`config.mk`:
```
export PLATFORM = sky130hd
export DESIGN_NAME = adc_bus_sequencer
export DESIGN_NICKNAME = d
export VERILOG_FILES = /design/src/rtl/adc_seq_pkg.sv /design/src/rtl/adc_seq_edges.sv /design/src/rtl/adc_seq_timer.sv /design/src/rtl/adc_bus_sequencer.sv
export SDC_FILE = /design/constraint.sdc
export NUM_CORES = 1
export LEC_CHECK = 0
export BUFFER_PORTS_ARGS = -buffer_cell sky130_fd_sc_hd__buf_2
export CAP_MARGIN = 20
export CORE_ASPECT_RATIO = 0.75
export CORE_UTILIZATION = 25
export DETAILED_ROUTE_END_ITERATION = 10
export PLACE_DENSITY = 0.39
export REMOVE_ABC_BUFFERS = 1
export SLEW_MARGIN = 10
export SYNTH_ARGS = -nofsm -noshare
export SYNTH_HDL_FRONTEND = slang
export SYNTH_HIERARCHICAL = 1
export SYNTH_SLANG_ARGS = --single-unit
```
`constraint.sdc`:
```
create_clock -name clk -period 3.6 [get_ports clk]
set_input_delay 0.36 -clock clk [delete_from_list [all_inputs] [get_ports clk]]
set_output_delay 0.36 -clock clk [all_outputs]
set_load 0.01 [all_outputs]
```
`src/rtl/adc_seq_pkg.sv`:
```
package adc_seq_pkg;

    typedef enum logic [2:0] {
        ST_IDLE,
        ST_RO_CONV,
        ST_RO_HOLD,
        ST_WR_LOW,
        ST_LS_CONV
    } seq_state_t;

endpackage

```
`src/rtl/adc_seq_edges.sv`:
```
// Registers the previous level of each active-low control and flags edges.
module adc_seq_edges #(
    parameter int W = 3
) (
    input  logic         clk,
    input  logic         rst_n,
    input  logic [W-1:0] lvl_i,
    output logic [W-1:0] rise_o,
    output logic [W-1:0] fall_o
);

    logic [W-1:0] prev_q;

    always_ff @(posedge clk or negedge rst_n) begin
        if (!rst_n) begin
            prev_q <= '1;
        end else begin
            prev_q <= lvl_i;
        end
    end

    assign rise_o = lvl_i & ~prev_q;
    assign fall_o = ~lvl_i & prev_q;

endmodule

```
`src/rtl/adc_seq_timer.sv`:
```
// Down-counter standing in for an internal one-shot delay.
module adc_seq_timer #(
    parameter int CNT_W = 8
) (
    input  logic             clk,
    input  logic             rst_n,
    input  logic             load_i,
    input  logic [CNT_W-1:0] len_i,
    output logic             fire_o
);

    logic [CNT_W-1:0] cnt_q;

    always_ff @(posedge clk or negedge rst_n) begin
        if (!rst_n) begin
            cnt_q <= '0;
        end else if (load_i) begin
            cnt_q <= len_i;
        end else if (cnt_q != '0) begin
            cnt_q <= cnt_q - 1'b1;
        end
    end

    assign fire_o = (cnt_q == CNT_W'(1));

endmodule

```
`src/rtl/adc_bus_sequencer.sv`:
```
module adc_bus_sequencer
    import adc_seq_pkg::*;
#(
    parameter int DATA_W = 8,
    parameter int RO_CYC = 140,
    parameter int LS_CYC = 76
) (
    input  logic              clk,
    input  logic              rst_n,
    input  logic              mode_i,
    input  logic              cs_n_i,
    input  logic              rd_n_i,
    input  logic              wr_n_i,
    input  logic [DATA_W-1:0] code_i,
    input  logic              ovr_i,
    output logic [DATA_W-1:0] data_o,
    output logic              data_oe_o,
    output logic              int_n_o,
    output logic              rdy_low_o,
    output logic              ofl_n_o
);

    localparam int NIB   = DATA_W / 2;
    localparam int MAXC  = (RO_CYC > LS_CYC) ? RO_CYC : LS_CYC;
    localparam int CNT_W = $clog2(MAXC + 1);

    seq_state_t state, nxt;

    logic [2:0] rise, fall;
    logic cs_rise, rd_rise, wr_rise, cs_fall, rd_fall, wr_fall;
    logic rd_begin;

    logic             tmr_load;
    logic [CNT_W-1:0] tmr_len;
    logic             tmr_fire;

    logic start, ms_take, finish;

    logic [DATA_W-1:0] samp_q;
    logic              samp_ovr_q;
    logic [NIB-1:0]    ms_q;
    logic [NIB-1:0]    ms_sel;
    logic [DATA_W-1:0] out_q;
    logic              int_n_q;
    logic              ofl_n_q;

    adc_seq_edges #(.W(3)) u_edges (
        .clk    (clk),
        .rst_n  (rst_n),
        .lvl_i  ({cs_n_i, rd_n_i, wr_n_i}),
        .rise_o (rise),
        .fall_o (fall)
    );

    assign cs_rise = rise[2];
    assign rd_rise = rise[1];
    assign wr_rise = rise[0];
    assign cs_fall = fall[2];
    assign rd_fall = fall[1];
    assign wr_fall = fall[0];

    // A read access begins when the later of CS and RD goes low.
    assign rd_begin = (rd_fall && !cs_n_i) || (cs_fall && !rd_n_i);

    adc_seq_timer #(.CNT_W(CNT_W)) u_timer (
        .clk    (clk),
        .rst_n  (rst_n),
        .load_i (tmr_load),
        .len_i  (tmr_len),
        .fire_o (tmr_fire)
    );

    // Next-state and control decode
    always_comb begin
        nxt      = state;
        tmr_load = 1'b0;
        tmr_len  = '0;
        start    = 1'b0;
        ms_take  = 1'b0;
        finish   = 1'b0;
        unique case (state)
            ST_IDLE: begin
                if (!mode_i && !cs_n_i && !rd_n_i) begin
                    nxt      = ST_RO_CONV;
                    start    = 1'b1;
                    tmr_load = 1'b1;
                    tmr_len  = CNT_W'(RO_CYC);
                end else if (mode_i && !cs_n_i && wr_fall) begin
                    nxt   = ST_WR_LOW;
                    start = 1'b1;
                end
            end
            ST_RO_CONV: begin
                if (cs_n_i || rd_n_i) begin
                    nxt = ST_IDLE;
                end else if (tmr_fire) begin
                    nxt    = ST_RO_HOLD;
                    finish = 1'b1;
                end
            end
            ST_RO_HOLD: begin
                if (cs_n_i || rd_n_i) begin
                    nxt = ST_IDLE;
                end
            end
            ST_WR_LOW: begin
                if (wr_rise) begin
                    nxt      = ST_LS_CONV;
                    ms_take  = 1'b1;
                    tmr_load = 1'b1;
                    tmr_len  = CNT_W'(LS_CYC);
                end
            end
            ST_LS_CONV: begin
                if (rd_begin || tmr_fire) begin
                    nxt    = ST_IDLE;
                    finish = 1'b1;
                end
            end
            default: nxt = ST_IDLE;
        endcase
    end

    // State register
    always_ff @(posedge clk or negedge rst_n) begin
        if (!rst_n) begin
            state <= ST_IDLE;
        end else begin
            state <= nxt;
        end
    end

    // Read-only mode has no write strobe, so the upper nibble comes straight from the sample.
    assign ms_sel = (state == ST_RO_CONV) ? samp_q[DATA_W-1:NIB] : ms_q;

    // Sample, half-latches and output registers
    always_ff @(posedge clk or negedge rst_n) begin
        if (!rst_n) begin
            samp_q     <= '0;
            samp_ovr_q <= 1'b0;
            ms_q       <= '0;
            out_q      <= '0;
            int_n_q    <= 1'b1;
            ofl_n_q    <= 1'b1;
        end else begin
            if (start) begin
                samp_q     <= code_i;
                samp_ovr_q <= ovr_i;
                int_n_q    <= 1'b1;
            end
            if (ms_take) begin
                ms_q <= samp_q[DATA_W-1:NIB];
            end
            if (finish) begin
                out_q   <= {ms_sel, samp_q[NIB-1:0]};
                ofl_n_q <= ~samp_ovr_q;
                int_n_q <= 1'b0;
            end
            if (cs_rise || rd_rise) begin
                int_n_q <= 1'b1;
            end
        end
    end

    assign data_o    = out_q;
    assign data_oe_o = !cs_n_i && !rd_n_i;
    assign int_n_o   = int_n_q;
    assign ofl_n_o   = ofl_n_q;
    assign rdy_low_o = !mode_i && !cs_n_i && (state != ST_RO_HOLD);

    // The sample stays put for the whole conversion
    assert_sample_hold_R4: assert property (@(posedge clk) disable iff (!rst_n)
        (state == ST_WR_LOW || state == ST_LS_CONV || state == ST_RO_CONV) |=> $stable(samp_q));

    // Ready is released once the read-only time-out completes
    assert_rdy_release_R3: assert property (@(posedge clk) disable iff (!rst_n)
        (state == ST_RO_CONV && tmr_fire && !cs_n_i && !rd_n_i) |=> !rdy_low_o);

    // An early read access ends the lower-half conversion with INT low
    assert_early_read_R6: assert property (@(posedge clk) disable iff (!rst_n)
        (state == ST_LS_CONV && rd_begin) |=> !int_n_o);

    // A rising CS or RD releases INT
    assert_int_release_R7: assert property (@(posedge clk) disable iff (!rst_n)
        (cs_rise || rd_rise) |=> int_n_o);

    // The overflow flag cannot move while the write strobe is held low
    assert_ofl_hold_R9: assert property (@(posedge clk) disable iff (!rst_n)
        (state == ST_WR_LOW) |=> $stable(ofl_n_o));

endmodule

```
==> flow_metrics.env <==
export IMPL_ys_top_cells_by_area="dfrtp_1, mux2_4, mux2_2"
export IMPL_synth_adder_area_share=0.0198
export IMPL_grt_usage=0.109
export IMPL_place_ws_ps=872
export IMPL_antenna_found_initial=0
export IMPL_overflow=0
export IMPL_timing_hold_ws_ps=177
export IMPL_port_buffer_count=26
export IMPL_io_pins=27
export IMPL_cts_tree="done"
export IMPL_die_area_mm2=0.00795
export IMPL_synth_mux_area_frac=0.148
export IMPL_violations="design-rule violations"
export IMPL_synth_top_area_frac=0.422
export IMPL_antenna_cells=0
export IMPL_ys_types=43
export IMPL_seqPwrFrac=0.493
export IMPL_fmax_mhz=369
export IMPL_synth_area_per_cell_um2=11.0
export IMPL_end_kind="flop"
export IMPL_grt_pass1_wl_um=6590
export IMPL_netlist_top_cells_count="dfrtp_1, nand2_1, mux2_2"
export IMPL_hold_viol=0
export IMPL_synth_compound_area_frac=0.102
export IMPL_r2r_start="u_timer/cnt_q[4]"
export IMPL_finalCritPeriodShare=0.753
export IMPL_critical_path_class="flop to flop"
export IMPL_switchingPower_mw=0.407
export IMPL_p_int_mw=0.829
export IMPL_layout_nets=219
export IMPL_cap_violations=0
export IMPL_ys_warn_count=6
export IMPL_drc=2
export IMPL_grt_pass1_vias=1295
export IMPL_hold_start="wr_n_i"
export IMPL_drive_gt1_frac=0.351
export IMPL_power_leakage_nw=1.05
export IMPL_powerDensity_mw_per_mm2=563
export IMPL_seq_area_frac_synth=0.491
export IMPL_dominantRegCellSynth="dfrtp_1"
export IMPL_yosysTopAreaCell="dfrtp_1"
export IMPL_clock_path_buffers=2
export IMPL_yosysMostFrequentCell="dfrtp_1"
export IMPL_cts_hold_fix_buffers=0
export IMPL_drt_iter0_markers=46
export IMPL_synthesis_area_mm2=0.00190
export IMPL_cts_sinks=37
export IMPL_wl_um=3790
export IMPL_cts_root_buffer="clkbuf_8"
export IMPL_finClkSkew_ps=8.33
export IMPL_htreeDepth=2
export IMPL_std_cell_rows=27
export IMPL_synth_edf_count=0
export IMPL_grt_max_degree=38
export IMPL_tightestPinTransition_ps=870
export IMPL_initial_utilization=0.259
export IMPL_ir_drop_v=0.000130
export IMPL_synthesis_instances=173
export IMPL_layout_setup_ws_ps=890
export IMPL_critPathLaunchType="flop"
export IMPL_firstDrtPassIters=7
export IMPL_die_y_um=77.5
export IMPL_power_frac_clock=0.229
export IMPL_slew_viol_final=0
export IMPL_cts_resized_gates=0
export IMPL_cts_made_buffers=5
export IMPL_synth_top_family_by_area="simple AND/OR/NAND/NOR gates"
export IMPL_die_w_um=103
export IMPL_crit_fanout=10
export IMPL_setup_viol=0
export IMPL_clock_latency_ps=290
export IMPL_async_flop_share=1.00
export IMPL_hold_class="input pin to flop"
export IMPL_clk_pin_slew_worst_paths_ps=80
export IMPL_syn_to_final_growth_pct=15.5
export IMPL_swShare=0.329
export IMPL_relSlewSlack=0.420
export IMPL_ys_ff_latch=37
export IMPL_core_mm2=0.00733
export IMPL_ant_nets=0
export IMPL_yosys_area_share_xor_xnor=0.00922
export IMPL_place_congestion=0.760
export IMPL_critical_path_required_ps=3770
export IMPL_startpoint="u_timer/cnt_q[4]"
export IMPL_cts_setup_buffers=0
export IMPL_hpwl_um=2620
export IMPL_rsz0062_at_grt="false"
export IMPL_combPwrFrac=0.279
export IMPL_post_drt_wl_per_cell_um=12.5
export IMPL_vias=1305
export IMPL_via_per_inst=4.31
export IMPL_synth_simple_gate_area_frac=0.180
export IMPL_arrival_ps=2880
export IMPL_fin_tns_setup_ps=0
export IMPL_fin_crit_ps=2710
export IMPL_status="finished, violations left"
==> cells by family after synthesis <==
family / after synthesis
AOI/OAI and AO/OA: 28
xor gates and xnor gates: 2
adders and majority gates: 3
buffers and inverters: 18
DFF: 37
muxes: 22
other: 1
and+or+nand+nor: 62
==> routing by layer <==
layer,GRT usage,share of wire,vias up
li1,-,-,660
met1,0.166,0.56,622
met2,0.145,0.40,21
met3,0.0261,0.032,2
met4,0.0429,0.0037,0
met5,0,0,-
==> final timing paths <==
path,slack (ps),endpoint,cells after the start
worst min register to register,430,ofl_n_o,1
worst min-delay path,180,u_edges/prev_q[0],1
worst max-delay path,890,data_o[2],5
min in group asynchronous,190,state[0],1
max in group asynchronous,2870,samp_q[4],1
worst max register to register,890,data_o[2],5
==> metrics by stage <==
step                std cells  total power, mW  utilization  instance area, um2
CTS                       303             1.26        0.299                2190
detailed placement        295            0.962        0.288                2110
floorplan                 168            0.859            -                1860
global placement          295            0.977        0.288                2110
finish                    303             1.24        0.299                2190
global route              303             1.34        0.299                2190
==> power by group through the flow <==
stage	Clock (mW)	Sequential, mW	Combinational, mW
2_1_floorplan	0	0.595	0.264
3_3_place_gp	0	0.621	0.356
3_5_place_dp	0	0.614	0.348
4_1_cts	0.301	0.608	0.349
5_1_grt	0.319	0.625	0.394
6_report	0.283	0.609	0.344
==> sequential cells by signal (all words and copies together), names as in the netlist <==
name and flops:
data_o 8, int_n_o 1, u_timer/cnt_q 8, state 3, samp_q 8, ms_q 4, samp_ovr_q 1, u_edges/prev_q 3
ofl_n_o 1
==> cell type report <==
cell class / instances / area, um2
flip-flops and latches: 37 / 932
inverters: 10 / 37.5
clock buffers: 6 / 72.6
fillers: 769 / 5140
well taps: 101 / 126
clock inverters: 2 / 10.0
multi-input cells: 121 / 886
repair buffers: 26 / 130
==> critical path: stages (launching register included) <==
cell	delay, ps
dfrtp_1	420
or3_1	460
nor4_1	670
a221oi_2	90
o21ai_2	550
mux2_2	410
==> placed cells by master (no fill, tap or decap), types with 5 or more instances in the layout <==
cell,synthesis,layout
nand2_1,19,19
dfrtp_1,32,32
nor2_1,11,11
a21oi_1,5,5
inv_1,10,10
mux2_4,9,9
o21ai_0,6,6
dfstp_2,5,5
clkbuf_8,0,5
and2b_2,6,6
mux2_2,12,12
buf_2,2,26
Note: power is estimated with default switching activity, not from simulation.
